[src/rtl/can_bt_pkg.sv]
// Shared widths and the configuration record for the CAN bit timing block.
// Assumes the timing bytes pack as {jump width, prescaler} and
// {sample mode, second segment, first segment}.
package can_bt_pkg;
    localparam int SJW_W = 2;
    localparam int BRP_W = 6;
    localparam int TS1_W = 4;
    localparam int TS2_W = 3;
    localparam int CFG_W = SJW_W + BRP_W + 1 + TS2_W + TS1_W;
    // Longest bit plus the largest correction, with one bit of margin
    localparam int Q_W   = $clog2((1 << TS1_W) + (1 << TS2_W) + (1 << SJW_W) + 2) + 1;

    typedef struct packed {
        logic [SJW_W-1:0] sjw;
        logic [BRP_W-1:0] brp;
        logic             sam;
        logic [TS2_W-1:0] tseg2;
        logic [TS1_W-1:0] tseg1;
    } bt_cfg_t;
endpackage

[src/rtl/can_bt_prescaler.sv]
// Quantum generator: emits one tick every 2*(brp+1) clocks while run is high.
// Assumes brp is stable while run is high.
module can_bt_prescaler #(
    parameter int BRP_W = 6
) (
    input  logic             clk,
    input  logic             rst_n,
    input  logic             run,
    input  logic [BRP_W-1:0] brp,
    output logic             tq_tick
);
    localparam int CNT_W = BRP_W + 1;

    logic [CNT_W-1:0] cnt;
    logic [CNT_W-1:0] limit;

    assign limit   = {brp, 1'b1};
    assign tq_tick = run && (cnt == limit);

    // Count core clocks within one quantum
    always_ff @(posedge clk) begin
        if (!rst_n || !run) begin
            cnt <= '0;
        end else if (cnt == limit) begin
            cnt <= '0;
        end else begin
            cnt <= cnt + CNT_W'(1);
        end
    end
endmodule

[src/rtl/can_bt_edge.sv]
// Receive-line register and falling-edge catcher. A falling edge is held
// pending until the next quantum tick consumes it.
// Assumes rx is already synchronous to clk.
module can_bt_edge (
    input  logic clk,
    input  logic rst_n,
    input  logic run,
    input  logic rx,
    input  logic tq_tick,
    output logic rx_s,
    output logic edge_now
);
    logic rx_d;
    logic fall;
    logic pend;

    assign fall     = rx_d && !rx_s;
    assign edge_now = pend || fall;

    // Register the line twice for edge detection
    always_ff @(posedge clk) begin
        if (!rst_n || !run) begin
            rx_s <= 1'b1;
            rx_d <= 1'b1;
        end else begin
            rx_s <= rx;
            rx_d <= rx_s;
        end
    end

    // Hold a detected edge until a tick takes it
    always_ff @(posedge clk) begin
        if (!rst_n || !run || tq_tick) begin
            pend <= 1'b0;
        end else if (fall) begin
            pend <= 1'b1;
        end
    end
endmodule

[src/rtl/can_bt_seq.sv]
// Quantum sequencer: counts quanta in a bit, places the sample point and the
// bit boundary, and applies hard or soft edge corrections.
// Assumes an edge is reported in the tick that ends the quantum holding it.
module can_bt_seq
    import can_bt_pkg::*;
(
    input  logic             clk,
    input  logic             rst_n,
    input  logic             run,
    input  logic             tq_tick,
    input  logic             edge_now,
    input  logic             bus_idle,
    input  logic [SJW_W-1:0] sjw,
    input  logic [TS1_W-1:0] tseg1,
    input  logic [TS2_W-1:0] tseg2,
    output logic             sample_stb,
    output logic             bit_start
);
    logic [Q_W-1:0] q;
    logic [Q_W-1:0] ext;
    logic [Q_W-1:0] shr;
    logic           resynced;

    logic [Q_W-1:0] n_bits, sp_base, jump, late_amt, early_amt;
    logic [Q_W-1:0] ext_eff, shr_eff, last_q;
    logic           hard, late, early, bit_end;

    // Segment geometry and correction amounts for the current quantum
    always_comb begin
        n_bits    = Q_W'(tseg1) + Q_W'(tseg2) + Q_W'(3);
        sp_base   = Q_W'(tseg1) + Q_W'(1);
        jump      = Q_W'(sjw) + Q_W'(1);
        hard      = tq_tick && edge_now && bus_idle;
        late      = tq_tick && edge_now && !bus_idle && !resynced
                    && (q != '0) && (q <= sp_base);
        early     = tq_tick && edge_now && !bus_idle && !resynced
                    && (q > sp_base);
        late_amt  = (q < jump) ? q : jump;
        early_amt = ((n_bits - Q_W'(1) - q) < jump) ? (n_bits - Q_W'(1) - q) : jump;
        ext_eff   = late  ? late_amt  : ext;
        shr_eff   = early ? early_amt : shr;
        last_q    = n_bits - Q_W'(1) + ext_eff - shr_eff;
        bit_end   = tq_tick && (hard || (q >= last_q));
    end

    assign bit_start  = bit_end;
    assign sample_stb = tq_tick && !hard && (q == sp_base + ext_eff);

    // Advance the quantum index and remember this bit's correction
    always_ff @(posedge clk) begin
        if (!rst_n || !run) begin
            q        <= '0;
            ext      <= '0;
            shr      <= '0;
            resynced <= 1'b0;
        end else if (tq_tick) begin
            if (bit_end) begin
                q        <= '0;
                ext      <= '0;
                shr      <= '0;
                resynced <= 1'b0;
            end else begin
                q        <= q + Q_W'(1);
                ext      <= ext_eff;
                shr      <= shr_eff;
                resynced <= resynced || late || early;
            end
        end
    end
endmodule

[src/rtl/can_bt_sampler.sv]
// Bit sampler: keeps the line value of recent quanta and, at the sample
// strobe, latches either the last value or a three-quantum majority.
// Assumes sample_stb only pulses together with tq_tick.
module can_bt_sampler #(
    parameter int HIST = 2
) (
    input  logic clk,
    input  logic rst_n,
    input  logic run,
    input  logic tq_tick,
    input  logic sample_stb,
    input  logic sam,
    input  logic rx_s,
    output logic rx_bit
);
    logic [HIST-1:0] hist;
    logic [HIST:0]   win;
    logic            vote;

    assign win  = {hist, rx_s};
    assign vote = (win[0] && win[1]) || (win[0] && win[2]) || (win[1] && win[2]);

    // Shift the line value in on every quantum tick
    always_ff @(posedge clk) begin
        if (!rst_n || !run) begin
            hist <= '1;
        end else if (tq_tick) begin
            hist <= win[HIST-1:0];
        end
    end

    // Latch the sampled bit at the sample point
    always_ff @(posedge clk) begin
        if (!rst_n) begin
            rx_bit <= 1'b1;
        end else if (sample_stb) begin
            rx_bit <= sam ? vote : rx_s;
        end
    end
endmodule

[src/rtl/can_bit_timer.sv]
// CAN bit timing top: snapshots the timing bytes while disabled, then drives
// the quantum, sample and bit-start strobes and the sampled bit.
// Assumes rx and bus_idle are synchronous to clk.
module can_bit_timer
    import can_bt_pkg::*;
(
    input  logic       clk,
    input  logic       rst_n,
    input  logic       en,
    input  logic [7:0] cfg_b0,
    input  logic [7:0] cfg_b1,
    input  logic       rx,
    input  logic       bus_idle,
    output logic       tq_tick,
    output logic       sample_stb,
    output logic       rx_bit,
    output logic       bit_start
);
    bt_cfg_t          cfg_q;
    logic [BRP_W-1:0] cfg_brp;
    logic             rx_s;
    logic             edge_now;

    assign cfg_brp = cfg_q.brp;

    // Capture the timing bytes only while the block is stopped
    always_ff @(posedge clk) begin
        if (!rst_n) begin
            cfg_q <= '0;
        end else if (!en) begin
            cfg_q <= bt_cfg_t'({cfg_b0, cfg_b1});
        end
    end

    can_bt_prescaler #(.BRP_W(BRP_W)) u_pre (
        .clk(clk), .rst_n(rst_n), .run(en), .brp(cfg_q.brp), .tq_tick(tq_tick)
    );

    can_bt_edge u_edge (
        .clk(clk), .rst_n(rst_n), .run(en), .rx(rx), .tq_tick(tq_tick),
        .rx_s(rx_s), .edge_now(edge_now)
    );

    can_bt_seq u_seq (
        .clk(clk), .rst_n(rst_n), .run(en), .tq_tick(tq_tick),
        .edge_now(edge_now), .bus_idle(bus_idle), .sjw(cfg_q.sjw),
        .tseg1(cfg_q.tseg1), .tseg2(cfg_q.tseg2),
        .sample_stb(sample_stb), .bit_start(bit_start)
    );

    can_bt_sampler #(.HIST(2)) u_smp (
        .clk(clk), .rst_n(rst_n), .run(en), .tq_tick(tq_tick),
        .sample_stb(sample_stb), .sam(cfg_q.sam), .rx_s(rx_s), .rx_bit(rx_bit)
    );
endmodule

[config.mk]
export PLATFORM = sky130hd
export DESIGN_NAME = can_bit_timer
export DESIGN_NICKNAME = d
export VERILOG_FILES = /design/src/rtl/can_bt_pkg.sv /design/src/rtl/can_bt_prescaler.sv /design/src/rtl/can_bt_edge.sv /design/src/rtl/can_bt_seq.sv /design/src/rtl/can_bt_sampler.sv /design/src/rtl/can_bit_timer.sv
export SDC_FILE = /design/constraint.sdc
export NUM_CORES = 1
export LEC_CHECK = 0
export BUFFER_PORTS_ARGS = -buffer_cell sky130_fd_sc_hd__buf_2
export CAP_MARGIN = 30
export CORE_MARGIN = 4
export CORE_UTILIZATION = 40
export CTS_BUF_LIST = sky130_fd_sc_hd__clkbuf_2 sky130_fd_sc_hd__clkbuf_4 sky130_fd_sc_hd__clkbuf_8
export DETAILED_ROUTE_END_ITERATION = 10
export PLACE_DENSITY = 0.59
export SETUP_SLACK_MARGIN = 0.15
export SYNTH_ARGS = -nofsm -noshare
export SYNTH_HDL_FRONTEND = slang
export SYNTH_SLANG_ARGS = --single-unit
export TNS_END_PERCENT = 10
[constraint.sdc]
create_clock -name clk -period 7 [get_ports clk]
set_input_delay 0.35 -clock clk [delete_from_list [all_inputs] [get_ports clk]]
set_output_delay 0.35 -clock clk [all_outputs]
set_load 0.01 [all_outputs]
After elaboration in Yosys (flattened, before gate mapping)
Index checks and enable logic that the tools add are counted.
W data, S select, Z words.
{"block": "classes", "addsub": 11, "n_lt_le_gt_ge": 5, "n_eq_ne": 2, "n_mux": 9, "n_reduce_logical": 31}
{"operator": "$mux W6", "count": 7}
{"operator": "$logic_and A1 B1 Y1", "count": 15}
{"operator": "$add A6 B6 Y6", "count": 2}
{"operator": "$lt A6 B6 Y1", "count": 2}
{"operator": "$sub A6 B6 Y6", "count": 2}
{"operator": "$logic_or A1 B1 Y1", "count": 8}
{"operator": "$add A7 B1 Y7 const B", "count": 1}
{"operator": "$eq A7 B7 Y1", "count": 1}
{"operator": "$add A6 B1 Y6 const B", "count": 1}
{"operator": "$add A6 B2 Y6 const B", "count": 1}
{"operator": "$eq A6 B6 Y1", "count": 1}
{"operator": "$ge A6 B6 Y1", "count": 1}
{"operator": "$gt A6 B6 Y1", "count": 1}
{"operator": "$le A6 B6 Y1", "count": 1}
{"operator": "$logic_not A1 Y1", "count": 6}
{"operator": "$reduce_bool A6 Y1", "count": 1}
{"operator": "$sub A6 B1 Y6 const B", "count": 1}
{"operator": "$add A4 B1 Y5 const B", "count": 1}
{"operator": "$add A4 B3 Y5", "count": 1}
{"operator": "$add A2 B1 Y3 const B", "count": 1}
{"operator": "$mux W1", "count": 2}
{"operator": "$reduce_or A2 Y1", "count": 1}
{"block": "word_totals", "reg_bits": 48, "in_bits": 21, "output_inout_bits": 4, "word_cells": 73}

Longest topological paths before layout
Gate-level depths: netlist (run 1).
{"block": "logic_depth", "ltp_word": 15, "ltp_mapped": 31, "depth_no_buf": 31}

Hierarchy
From an unflattened synthesis (run 1), not the netlist that was laid out.
{"block": "hier_totals", "cells_unflattened": 371, "area_unflattened_um2": 3503.4}
{"mod": "can_bt_seq", "instances": 1, "cells_each": 255, "area_each_um2": 2247.2, "seq_area_each_um2": 380.4}
{"mod": "can_bit_timer", "instances": 1, "cells_each": 51, "area_each_um2": 615.6, "seq_area_each_um2": 320.3}
{"mod": "can_bt_prescaler", "instances": 1, "cells_each": 42, "area_each_um2": 400.4, "seq_area_each_um2": 140.1}
{"mod": "can_bt_sampler", "instances": 1, "cells_each": 13, "area_each_um2": 130.1, "seq_area_each_um2": 60.1}
{"mod": "can_bt_edge", "instances": 1, "cells_each": 10, "area_each_um2": 110.1, "seq_area_each_um2": 60.1}

Least setup slack after synthesis (run 1)
No wires, ideal clock.
{"block": "synth_timing", "kind": "register to register", "from": "register cfg_q[0] in the netlist's numbering", "to": "register u_seq.shr[2]", "setup_ps": 96, "arrival_time_ps": 6505, "required_time_ps": 6904, "path_slack_ps": 399, "path_stages_with_launch": 29, "n_path_buf": 0, "synth_period_minus_slack_ps": 6601, "cell_sequence": "dfxtp_1 > ha_1 > fa_1 > xor2_1 > ha_1 > ha_1 > xor2_1 > ha_1 > nor2b_1 > a2111oi_1 > o221ai_2 > mux2_2 > mux2i_1 > fa_1 > ha_1 > a21o_1 > a21oi_1 > o21bai_1 > a21oi_1 > xnor2_1 > xnor2_1 > xnor2_1 > ha_1 > and3_1 > a211oi_1 > o21ai_1 > a21oi_1 > nand2_1 > o41ai_2"}
{"block": "synth_via", "elab_chain_len": 12, "elab_cells_between_ends": 19, "classes_between": "add/sub: 7; order compare: 4; mux: 4; reduce/logical: 4"}
{"item": "from (decl)", "line": "can_bit_timer.sv:19", "rtl": "bt_cfg_t cfg_q;"}
{"item": "from (signal assigned)", "line": "can_bit_timer.sv:31", "rtl": "cfg_q <= bt_cfg_t'({cfg_b0, cfg_b1});"}
{"item": "$add A4 B3 Y5", "line": "can_bt_seq.sv:30", "rtl": "n_bits = Q_W'(tseg1) + Q_W'(tseg2) + Q_W'(3);"}
{"item": "$add A6 B2 Y6", "line": "can_bt_seq.sv:30"}
{"item": "$sub A6 B1 Y6", "line": "can_bt_seq.sv:39, can_bt_seq.sv:42"}
{"item": "$sub A6 B6 Y6", "line": "can_bt_seq.sv:39", "rtl": "early_amt = ((n_bits - Q_W'(1) - q) < jump) ? (n_bits - Q_W'(1) - q) : jump;"}
{"item": "$lt A6 B6 Y1", "line": "can_bt_seq.sv:39"}
{"item": "$mux W6", "line": "can_bt_seq.sv:39"}
{"item": "$mux W6", "line": "can_bt_seq.sv:41", "rtl": "shr_eff = early ? early_amt : shr;"}
{"item": "$sub A6 B6 Y6", "line": "can_bt_seq.sv:42", "rtl": "last_q = n_bits - Q_W'(1) + ext_eff - shr_eff;"}
{"item": "$ge A6 B6 Y1", "line": "can_bt_seq.sv:43", "rtl": "bit_end = tq_tick && (hard || (q >= last_q));"}
{"item": "$logic_or A1 B1 Y1", "line": "can_bt_seq.sv:43"}
{"item": "$logic_and A1 B1 Y1", "line": "can_bt_seq.sv:43"}
{"item": "$mux W6 (*)", "line": "can_bt_seq.sv:57", "rtl": "if (bit_end) begin"}
{"item": "to (signal assigned)", "line": "can_bt_seq.sv:65", "rtl": "shr <= shr_eff;"}
{"item": "to (decl)", "line": "can_bt_seq.sv:21", "rtl": "logic [Q_W-1:0] shr;"}
Mark *: on every way between the ends. The rest lies on a longest branch, timed or not.
A chain may end at the register's enable or synchronous reset.

Worst setup path in the final report (run 1)
{"block": "layout_timing", "from": "register cfg_q[0] in the netlist's numbering", "to": "output bit_start"}
{"block": "layout_via", "elab_chain_len": 11, "elab_cells_between_ends": 18, "classes_between": "add/sub: 7; order compare: 4; mux: 3; reduce/logical: 4"}
{"item": "$add A4 B3 Y5", "line": "can_bt_seq.sv:30"}
{"item": "$add A6 B2 Y6", "line": "can_bt_seq.sv:30"}
{"item": "$sub A6 B1 Y6", "line": "can_bt_seq.sv:39, can_bt_seq.sv:42"}
{"item": "$sub A6 B6 Y6", "line": "can_bt_seq.sv:39"}
{"item": "$lt A6 B6 Y1", "line": "can_bt_seq.sv:39"}
{"item": "$mux W6", "line": "can_bt_seq.sv:39"}
{"item": "$mux W6", "line": "can_bt_seq.sv:41"}
{"item": "$sub A6 B6 Y6 (*)", "line": "can_bt_seq.sv:42"}
{"item": "$ge A6 B6 Y1 (*)", "line": "can_bt_seq.sv:43"}
{"item": "$logic_or A1 B1 Y1 (*)", "line": "can_bt_seq.sv:43"}
{"item": "$logic_and A1 B1 Y1 (*)", "line": "can_bt_seq.sv:43"}
{"item": "to (decl)", "line": "can_bit_timer.sv:17", "rtl": "output logic bit_start"}
Marks and branches as above.

==> impl_metrics.py, run 1 <==
metrics = {
    "cells_and_area": {
        "insertedDiodeCount": 0,
        "final_cell_mix": "dfxtp_1, ha_1, inv_1",
        "synthToLayoutAreaGrowth_pct": 16.21,
        "postLayoutCellArea_sq_um": 4000,
        "final_common_cell": "dfxtp_1",
        "design.final.nets": 487,
        "drive_above_1_share_pct": 17.18,
    },
    "sta": {
        "setup_viol": 0,
        "finalWorstPathRequiredPeriod_ns": 6.607,
        "fmax_ghz": 0.1513,
        "rsz0062_at_grt": "false",
        "hold_viol_final": 0,
        "fin_worst_skew_ns": 0.007191,
        "fin_tns_setup_ns": 0,
        "maxSlewViolCount": 0,
        "min_period_over_period_pct": 94.39,
        "worst-slew-pin-transition_ns": 0.5229,
        "timing.max_slew.rel_slack_pct": 64.77,
    },
    "clock_tree": {
        "clock_tree_from_tritoncts": "done",
        "clockBufferDepth": 2,
        "ctsHoldBuffers": 0,
        "clk-insertion-delay-late_ns": 0.31,
        "cts-htree-levels": 2,
        "numClockSinks": 48,
        "clkSlewWorstSetupHoldPaths_ns": 0.10,
        "numCtsBuffers": 5,
        "cts_root_buf": "clkbuf_8",
    },
    "floorplan": {
        "num_rows": 33,
        "top_level_ports": 25,
        "floorplan.initialDensity_pct": 41.47,
        "chipWidth_um": 100.8,
        "fp.dieH_um": 100.8,
        "placeableCoreArea_sq_um": 8299,
        "die-area_sq_um": 10150,
    },
    "synthesis": {
        "yosysUniqueCellTypes": 48,
        "post_synthesis_cell_area_sq_um": 3442,
        "ys_ff_latch": 48,
        "number_of_enable_flip_flop_cells_after_synthesis": 0,
        "post_synth.cell_area_avg_sq_um": 8.987,
        "synth_async_sr_flop_share_pct": 0,
        "synth_warnings": 0,
        "dominantRegCellSynth": "dfxtp_1",
        "mappedNetlistNets": 452,
        "synth.yosys.seq_area_share_pct": 27.92,
        "synthCells": 383,
    },
    "detailed_routing": {
        "drt_first_iter_violations": 139,
        "via_count": 2685,
        "drc": 0,
        "wl_per_cell_um": 14.49,
        "viasPerCell": 5.124,
        "ant_nets": 0,
        "drt_first_pass_iters": 4,
        "wl_um": 7595,
    },
    "run_status": {
        "run_status": "complete, no violations",
    },
    "critical_path": {
        "worst_setup_path_start_kind": "register",
        "crit_arrival_ns": 6.26,
        "worstPathMaxFanout": 4,
        "end_kind": "output pin",
        "timing.critical_path.required_ns": 6.65,
        "timing.setup.critical_path_class": "reg -> out",
    },
    "flow_run": {
        "max-cap-violations": 0,
    },
    "grt": {
        "antenna_found_initial": 0,
        "vias_in_the_first_global_route": 2545,
        "grt_max_degree": 21,
        "grt_use_total_pct": 15.23,
        "grt_first_pass_wirelength_um": 12330,
        "grt_overflow": 0,
    },
    "hold_path": {
        "hold_class": "in -> reg",
    },
    "placed_design": {
        "detailed_place_hpwl_um": 6045,
        "portBuffers": 24,
        "routability_congestion_estimate": 0.8229,
        "placement.cell_area_sq_um": 3697,
    },
    "pwr": {
        "power_per_cell_area_nw_per_um2": 186.2,
        "cellLeakagePower_nw": 1.811,
        "ir_worst_vdd_mv": 0.1105,
    },
}
## area by class of cell
type	count	area [sq um]
multi-input cells	293	2430
flip-flops and latches	48	963.4
clock buffers	5	68.82
clock inverters	3	68.82
repair buffers	36	210.2
inverters	34	127.6
fillers	779	4299
well taps	105	131.4
## state kept, by name, indices dropped and copies added, names as in the netlist, 2 cells and up
| name | flops |
|---|---|
| u_seq.ext | 6 |
| cfg_q | 10 |
| u_smp.hist | 2 |
| u_pre.cnt | 7 |
| u_seq.shr | 6 |
| cfg_brp | 6 |
| u_seq.q | 6 |
## cells by family (layout without fill, tap and decap cells)
logic type	after synthesis	in the layout	synth area share [%]
xor+xnor	38	38	9.669
flops	48	48	27.92
mux	30	30	8.942
fa+ha+maj	48	48	19.19
buf+inv	42	78	4.907
compound gates	63	63	12.00
simple gates	114	114	17.38
## stage by stage
| step | util [%] | hold slack, ns | std cells | worst slack [ns] | power (mW) |
|---|---|---|---|---|---|
| 3_5_place_dp | 44.55 | 0.4372 | 510 | 0.1195 | 0.4704 |
| 6_report | 48.20 | 0.2134 | 524 | 0.3928 | 0.7446 |
| 3_3_place_gp | 44.55 | 0.4352 | 510 | 0.2263 | 0.4648 |
| 4_1_cts | 46.49 | 0.2067 | 519 | 0.1977 | 0.7253 |
| 5_1_grt | 48.20 | 0.2143 | 524 | 0.06849 | 0.7904 |
| 2_1_floorplan | - | 0.4209 | 383 | 0.3989 | 0.4294 |
## metal layers
layer | GRT usage, % | part of all wire (%) | vias to the layer above
met5 | 0 | 0 | -
met4 | 4.145 | 1.6 | 0
met3 | 2.837 | 3.4 | 8
met2 | 24.66 | 48 | 41
met1 | 20.77 | 47 | 1259
li1 | - | - | 1377
## where the power goes
part / total (mW) / internal (mW) / switching [mW]
registers: 0.286 / 0.280 / 0.00681
logic: 0.212 / 0.104 / 0.108
clock network: 0.246 / 0.144 / 0.103
## critical path, stage by stage, from the launching register on
cell       delay, ns
dfxtp_2         0.35
ha_4            0.17
fa_2            0.42
xor2_1          0.17
ha_1            0.35
ha_4            0.29
xor2_4          0.15
ha_1            0.28
nor2b_2         0.16
a2111oi_4       0.21
o221ai_2        0.21
mux2_4          0.36
mux2i_4         0.15
fa_1            0.45
ha_1            0.29
a21o_1          0.19
a21oi_2         0.14
o21bai_1        0.09
a21oi_1         0.15
xnor2_1         0.15
xnor2_1         0.15
xnor2_1         0.10
ha_1            0.31
a21o_1          0.20
a211oi_2        0.25
nor2_1          0.09
buf_2           0.14
## path summary, 6_finish.rpt
| check | cells after the start | startpoint | slack [ns] | to |
|---|---|---|---|---|
| max | 26 | cfg_q[0]$_SDFFE_PN0N_ | 0.39 | bit_start |
| min | 2 | rx | 0.21 | u_edge.rx_s$_SDFF_PP1_ |
| max reg2reg | 28 | cfg_q[0]$_SDFFE_PN0N_ | 0.52 | u_seq.ext[1]$_SDFFE_PP0P_ |
| min reg2reg | 2 | u_seq.ext[3]$_SDFFE_PP0P_ | 0.45 | u_seq.ext[3]$_SDFFE_PP0P_ |
## cells in the mapped netlist, drive strengths merged (7+ instances only)
library cell / count / area (sq um)
fa: 8 / 160.2
nand2: 23 / 86.33
o21ai: 14 / 70.07
xnor2: 23 / 201.4
nor2b: 23 / 143.9
dfxtp: 48 / 960.9
xor2: 15 / 131.4
nor3: 7 / 45.04
a21o: 10 / 75.07
inv: 34 / 127.6
mux2i: 24 / 240.2
ha: 40 / 500.5
a21oi: 20 / 103.9
nor2: 28 / 105.1
## what timing repair did
item / 4_1_cts / 5_1_grt
gates resized for setup: 4 / 16
buffers inserted: 1 / 5
setup endpoints to repair: 5 / 12
pin swaps: 0 / 17
Note: power is estimated with default switching activity, not from simulation.
==> run 2: changes to the inputs <==
- SYNTH_HIERARCHICAL: not set -> 1
==> run 2 against run 1 <==
Power fell by 4.7%. Critical path type unchanged. Via count fell by 2.1%. Die area rose by 1.6%. Design area fell by 2.5%. Worst setup slack improved by 0.090 ns. Critical endpoint unchanged.
==> impl_metrics.py, run 2 <==
metrics = {
    "floorplan": {
        "placeableCoreArea_sq_um": 8382,
        "top_level_ports": 25,
        "num_rows": 33,
        "floorplan.initialDensity_pct": 41.80,
        "die-area_sq_um": 10320,
        "chipWidth_um": 101.6,
        "fp.dieH_um": 101.6,
    },
    "detailed_routing": {
        "drt_first_pass_iters": 4,
        "drt_first_iter_violations": 140,
        "drc": 0,
        "wl_per_cell_um": 15.33,
        "via_count": 2628,
        "viasPerCell": 5.194,
        "ant_nets": 0,
        "wl_um": 7759,
    },
    "cells_and_area": {
        "final_common_cell": "dfxtp_1",
        "final_cell_mix": "dfxtp_1, ha_1, inv_1",
        "largest_register_ffs": 10,
        "synthToLayoutAreaGrowth_pct": 11.32,
        "largest_register": "cfg_q",
        "drive_above_1_share_pct": 17.46,
        "design.final.nets": 473,
        "top_regs": "cfg_q (10), u_pre/cnt (7)",
        "seq_area_sq_um": 962.2,
        "final_core_util_pct": 46.53,
        "filler_cell_count": 813,
        "insertedDiodeCount": 0,
        "multi_input_area_sq_um": 2374,
    },
    "sta": {
        "setup_viol": 0,
        "worst-slew-pin-transition_ns": 0.6775,
        "fmax_ghz": 0.1534,
        "fin_worst_skew_ns": 0.006855,
        "hold_viol_final": 0,
        "min_period_over_period_pct": 93.10,
        "finalWorstPathRequiredPeriod_ns": 6.517,
        "timing.max_slew.rel_slack_pct": 54.36,
        "fin_ws_ns": 0.4829,
        "maxSlewViolCount": 0,
        "fin_tns_setup_ns": 0,
        "rsz0062_at_grt": "false",
    },
    "critical_path": {
        "cpMaxStageDelayCell": "fa_1",
        "cp_common_cell": "ha_1",
        "crit_arrival_ns": 6.17,
        "cp_slowest_stage_delay_ns": 0.48,
        "r2r_worst_path_depth": 30,
        "worstPathMaxFanout": 4,
        "setup_slack_of_the_worst_register_to_register_path_ns": 0.75,
        "critical_path.reg2reg.startpoint": "cfg_q[1]$_SDFFE_PN0N_",
        "end_kind": "output pin",
        "worst_setup_path_start_kind": "register",
        "r2r_end": "u_seq/shr[1]$_SDFFE_PP0P_",
        "timing.critical_path.required_ns": 6.65,
        "timing.setup.critical_path_class": "reg -> out",
    },
    "synthesis": {
        "yosysUniqueCellTypes": 57,
        "post_synth_main_area_contributors": "dfxtp_1, ha_1, mux2i_1",
        "post_synth.cell_area_avg_sq_um": 9.443,
        "post-synth-top-area-fraction_pct": 27.43,
        "post-synth-top-area-cell": "dfxtp_1",
        "synth_warnings": 6,
        "dominantRegCellSynth": "dfxtp_1",
        "yosysMostFrequentCell": "dfxtp_1",
        "synth.yosys.seq_area_share_pct": 27.43,
        "synth_top_cells_by_count": "dfxtp_1, ha_1, inv_1",
        "ys_ff_latch": 48,
        "mappedNetlistNets": 443,
        "synth_async_sr_flop_share_pct": 0,
        "number_of_enable_flip_flop_cells_after_synthesis": 0,
        "post_synthesis_cell_area_sq_um": 3503,
        "synthCells": 371,
    },
    "pwr": {
        "power_per_cell_area_nw_per_um2": 182.0,
        "ir_worst_vdd_mv": 0.08517,
        "cellLeakagePower_nw": 1.753,
        "fin_total_pwr_mw": 0.7097,
    },
    "flow_run": {
        "max-cap-violations": 0,
    },
    "clock_tree": {
        "clock_tree_from_tritoncts": "done",
        "clk-insertion-delay-late_ns": 0.30,
        "numClockSinks": 48,
        "ctsHoldBuffers": 0,
        "numCtsBuffers": 5,
        "cts_root_buf": "clkbuf_8",
        "cts-htree-levels": 2,
        "clkSlewWorstSetupHoldPaths_ns": 0.09,
        "clockBufferDepth": 2,
    },
    "grt": {
        "grt_max_degree": 24,
        "antenna_found_initial": 0,
        "grt_overflow": 0,
        "grt_use_total_pct": 15.46,
        "vias_in_the_first_global_route": 2398,
        "grt_first_pass_wirelength_um": 12330,
    },
    "placed_design": {
        "portBuffers": 24,
        "place_worst_setup_slack_ns": 0.5417,
        "routability_congestion_estimate": 0.9062,
        "detailed_place_hpwl_um": 5915,
    },
    "run_status": {
        "run_status": "complete, no violations",
    },
    "hold_path": {
        "min_delay_worst_endpoint": "u_edge/rx_s$_SDFF_PP1_",
        "hold_class": "in -> reg",
        "holdCritStartpoint": "rx",
        "worst_hold_path.num_cells": 2,
    },
}
==> run 2: changes by cell type after synthesis, moves of 3 or more <==
cell      previous run  this run
a21oi_1             19        24
and2_1               6         0
buf_6                1         5
ha_1                40        43
nand2_1             23        16
nand2b_4             0         3
nand3_1              4         9
nor2_1              28        25
nor2b_1             23        19
nor3_1               5         1
xnor2_1             23        20
==> run 2: cell type report <==
| class | count | area share (%) |
|---|---|---|
| multi-input cells | 281 | 60.86 |
| flip-flops and latches | 48 | 24.67 |
| repair buffers | 32 | 4.620 |
| well taps | 105 | 3.369 |
| inverters | 33 | 3.176 |
| clock buffers | 5 | 1.765 |
| clock inverters | 2 | 1.540 |
==> run 2: worst max path at each step <==
stage	startpoint	cells past startpoint	slack, ns	endpoint
2_1_floorplan	cfg_q[1]$_SDFFE_PN0N_	28	1.04	u_seq/q[2]$_SDFFE_PP0P_
3_3_place_gp	cfg_q[1]$_SDFFE_PN0N_	28	0.62	bit_start
3_5_place_dp	cfg_q[1]$_SDFFE_PN0N_	30	0.54	u_seq/shr[1]$_SDFFE_PP0P_
4_1_cts	cfg_q[1]$_SDFFE_PN0N_	28	0.18	bit_start
5_1_grt	cfg_q[5]$_SDFFE_PN0N_	28	0.09	bit_start
6_report	cfg_q[1]$_SDFFE_PN0N_	28	0.48	bit_start
==> run 2: cells by family (layout without fill, tap and decap cells) <==
group           after synthesis  count (layout)  share of synthesized area [%]
buf+inv                      42              72                          6.071
fa+ha+maj                    51              51                          19.93
compound gates               69              69                          14.11
flops                        48              48                          27.43
xor+xnor                     34              34                          8.500
simple gates                101             101                          16.43
mux                          26              26                          7.536
==> run 2: what timing repair did <==
| item | 4_1_cts | 5_1_grt |
|---|---|---|
| buffers inserted | 0 | 5 |
| gates resized for setup | 0 | 9 |
| endpoints found under the hold margin | 0 | 0 |
| endpoints found under the setup margin | 0 | 18 |
==> run 2: power by group <==
group	internal (mW)	switching (mW)	leakage, nW
clock	0.141	0.0968	0.0642
sequential	0.280	0.00647	0.391
combinational	0.0879	0.0982	1.30
==> run 2: worst max-delay path, delay by kind of cell, from the launching register on <==
kind	cells	cell delay (ns)
fa+ha+maj	7	2.25
simple gates	4	0.49
flops	1	0.36
xor+xnor	4	0.68
compound gates	8	1.50
buf+inv	4	0.42
mux	1	0.14
==> run 2: through the flow <==
step | area, sq um | std cells | hold WS, ns
after CTS | 3817 | 501 | 0.2210
after global placement | 3689 | 494 | 0.4352
after global routing | 3900 | 506 | 0.2277
after floorplan | 3503 | 371 | 0.4218
final | 3900 | 506 | 0.2254
after detailed placement | 3689 | 494 | 0.4385
==> run 2: routing by layer <==
metal  part of all wire [%]  GRT usage (%)
met1                     49          22.52
met4                    1.6          4.499
met3                    5.4          2.548
met5                      0              0
met2                     44          23.44
==> run 3: changes to the inputs <==
- ABC_AREA: not set -> 1
- HOLD_SLACK_MARGIN: not set -> 0.06
==> run 3 against run 2 <==
Worst setup slack better by 0.13 ns. Critical path depth up 5. Via count up 18%. Synthesized cell count up 42%. Power down 2.2%. Clock power down 24%. Combinational power up 21%. Sequential cell count unchanged. Worst hold slack worse by 0.0079 ns. Count of clock-buffer cells in the layout up 1. Register-to-register slack better by 0.14 ns.
==> impl_metrics.py, run 3 <==
metrics = {
    "detailed_routing": {
        "drt_first_pass_iters": 4,
        "viasPerCell": 4.670,
        "ant_nets": 0,
        "wl_per_cell_um": 11.94,
        "via_count": 3096,
        "wl_um": 7914,
        "drc": 0,
        "drt_first_iter_violations": 122,
    },
    "cells_and_area": {
        "final_common_cell": "nand2_1",
        "largest_register": "cfg_q",
        "synthToLayoutAreaGrowth_pct": 8.559,
        "multi_input_area_sq_um": 2257,
        "post_layout_instance_count_excluding_filler_cells": 663,
        "final_cell_mix": "nand2_1, inv_1, nor2_1",
        "drive_above_1_share_pct": 10.27,
        "insertedDiodeCount": 0,
        "postLayoutCellArea_sq_um": 3968,
        "top_regs": "cfg_q (10), u_pre/cnt (7)",
        "final_core_util_pct": 45.06,
        "seq_area_sq_um": 960.9,
        "design.final.nets": 626,
        "largest_register_ffs": 10,
        "filler_cell_count": 932,
    },
    "critical_path": {
        "cpMaxStageDelayCell": "fa_1",
        "worst_setup_path_start_kind": "register",
        "timing.setup.critical_path_class": "reg -> out",
        "crit_arrival_ns": 6.04,
        "r2r_worst_path_depth": 33,
        "timing.critical_path.required_ns": 6.65,
        "cp_slowest_stage_delay_ns": 0.51,
        "buf_inv_on_cp": 5,
        "worstPathMaxFanout": 7,
        "cpLargestDelayFamily": "adder cells",
        "timing.critical_path.depth": 33,
        "cp_common_cell": "nand2_1",
        "critical_path.reg2reg.startpoint": "cfg_q[1]$_SDFFE_PN0N_",
        "r2r_end": "u_seq/ext[3]$_SDFFE_PP0P_",
        "setup_slack_of_the_worst_register_to_register_path_ns": 0.89,
        "end_kind": "output pin",
    },
    "synthesis": {
        "yosysUniqueCellTypes": 38,
        "post_synth.cell_area_avg_sq_um": 6.922,
        "synth_async_sr_flop_share_pct": 0,
        "post_synthesis_cell_area_sq_um": 3655,
        "synth_warnings": 6,
        "post-synth-top-area-cell": "dfxtp_1",
        "post_synth_main_area_contributors": "dfxtp_1, ha_1, nand2_1",
        "synth_top_cells_by_count": "nand2_1, inv_1, nor2_1",
        "synthCells": 528,
        "post-synth-top-area-fraction_pct": 26.29,
        "yosysMostFrequentCell": "nand2_1",
        "number_of_enable_flip_flop_cells_after_synthesis": 0,
        "ys_ff_latch": 48,
        "dominantRegCellSynth": "dfxtp_1",
        "mappedNetlistNets": 600,
        "synth.yosys.seq_area_share_pct": 26.29,
    },
    "hold_path": {
        "hold_class": "in -> reg",
        "worst_hold_path.num_cells": 2,
        "min_delay_worst_endpoint": "u_edge/rx_s$_SDFF_PP1_",
        "holdCritStartpoint": "rx",
    },
    "pwr": {
        "ir_worst_vdd_mv": 0.08581,
        "power_per_cell_area_nw_per_um2": 174.9,
        "cellLeakagePower_nw": 2.087,
        "fin_total_pwr_mw": 0.6938,
    },
    "sta": {
        "hold_viol_final": 0,
        "fin_worst_skew_ns": 0.005321,
        "worst-slew-pin-transition_ns": 0.6895,
        "setup_viol": 0,
        "rsz0062_at_grt": "false",
        "timing.max_slew.rel_slack_pct": 54.03,
        "fin_tns_setup_ns": 0,
        "maxSlewViolCount": 0,
        "finalWorstPathRequiredPeriod_ns": 6.388,
        "min_period_over_period_pct": 91.25,
        "fmax_ghz": 0.1566,
    },
    "clock_tree": {
        "numClockSinks": 48,
        "cts-htree-levels": 2,
        "clk-insertion-delay-late_ns": 0.31,
        "cts_root_buf": "clkbuf_8",
        "numCtsBuffers": 5,
        "clock_tree_from_tritoncts": "done",
        "clockBufferDepth": 2,
        "ctsHoldBuffers": 0,
        "clkSlewWorstSetupHoldPaths_ns": 0.09,
        "postCtsSetupRepairBufs": 0,
        "post_cts.resized_instances": 0,
    },
    "floorplan": {
        "num_rows": 34,
        "die-area_sq_um": 10730,
        "chipWidth_um": 103.6,
        "floorplan.initialDensity_pct": 41.50,
        "placeableCoreArea_sq_um": 8806,
        "fp.dieH_um": 103.6,
        "top_level_ports": 25,
    },
    "grt": {
        "antenna_found_initial": 0,
        "grt_use_total_pct": 14.96,
        "vias_in_the_first_global_route": 2886,
        "grt_first_pass_wirelength_um": 13340,
        "grt_max_degree": 40,
        "grt_overflow": 0,
    },
    "placed_design": {
        "portBuffers": 24,
        "placement.cell_area_sq_um": 3871,
        "dpl.cell_count": 655,
        "routability_congestion_estimate": 0.8626,
        "detailed_place_hpwl_um": 6254,
    },
    "run_status": {
        "run_status": "complete, no violations",
    },
    "flow_run": {
        "max-cap-violations": 0,
    },
}
run 3: changes by cell type after synthesis, sizes merged, moves of 8 or more:
| cell | delta |
|---|---|
| a21o | -10 |
| inv | +71 |
| nand2b | -9 |
| nor2 | +43 |
| nand2 | +119 |
| nand3 | +25 |
| nor2b | -20 |
| a21oi | -8 |
| xnor2 | -16 |
| mux2i | -23 |
run 3: cell families after synthesis:
group	after synthesis	share of synthesized area [%]
AO/OA/AOI/OAI	42	6.744
XOR/XNOR	21	5.032
adder cells (fa/ha/maj)	51	19.10
buffers and inverters	110	12.08
flip-flops	48	26.29
AND/OR/NAND/NOR	256	30.74
run 3: cell type report:
type                    instances  area share (%)
well taps                     108           3.406
inverters                     104           9.839
clock inverters                 2          0.3469
clock buffers                   6           2.081
repair buffers                 25           3.217
multi-input cells             370           56.89
flip-flops and latches         48           24.22
run 3: worst max-delay path by stage:
stage | start | endpoint | slack, ns
floorplan | cfg_q[1]$_SDFFE_PN0N_ | bit_start | 1.48
CTS | cfg_q[1]$_SDFFE_PN0N_ | bit_start | 0.59
global placement | cfg_q[1]$_SDFFE_PN0N_ | u_seq/ext[4]$_SDFFE_PP0P_ | 1.09
finish | cfg_q[1]$_SDFFE_PN0N_ | bit_start | 0.61
detailed placement | cfg_q[1]$_SDFFE_PN0N_ | u_seq/ext[3]$_SDFFE_PP0P_ | 0.90
global route | cfg_q[1]$_SDFFE_PN0N_ | bit_start | 0.20
run 3: layer usage:
layer | vias to the layer above | wire [um] | global-route usage, % | share of wire, %
met3 | 7 | 272 | 2.301 | 3.4
met5 | - | 0 | 0 | 0
met2 | 48 | 3657 | 25.84 | 46
li1 | 1684 | - | - | -
met4 | 0 | 81 | 3.704 | 1.0
met1 | 1357 | 3903 | 19.59 | 49
run 3: worst reg2reg max path: cells and delay by family (launching register included):
family          cells  cell delay, ns
compound gates      3            0.53
xor+xnor            1            0.23
flops               1            0.38
fa+ha+maj           8            2.75
simple gates       18            2.02
buf+inv             3            0.15
run 3: report_power, final:
group	total (mW)	internal [mW]	leakage, nW	switching (mW)
clock	0.182	0.0810	0.0516	0.101
sequential	0.287	0.281	0.392	0.00652
combinational	0.225	0.0869	1.64	0.138
total	0.694	0.449	2.09	0.245
run 3: through the flow:
step	hold slack, ns	setup WS, ns
2_1_floorplan	0.4233	1.478
3_3_place_gp	0.4336	1.094
3_5_place_dp	0.4367	0.9007
4_1_cts	0.2129	0.5920
5_1_grt	0.2182	0.2016
6_report	0.2175	0.6123
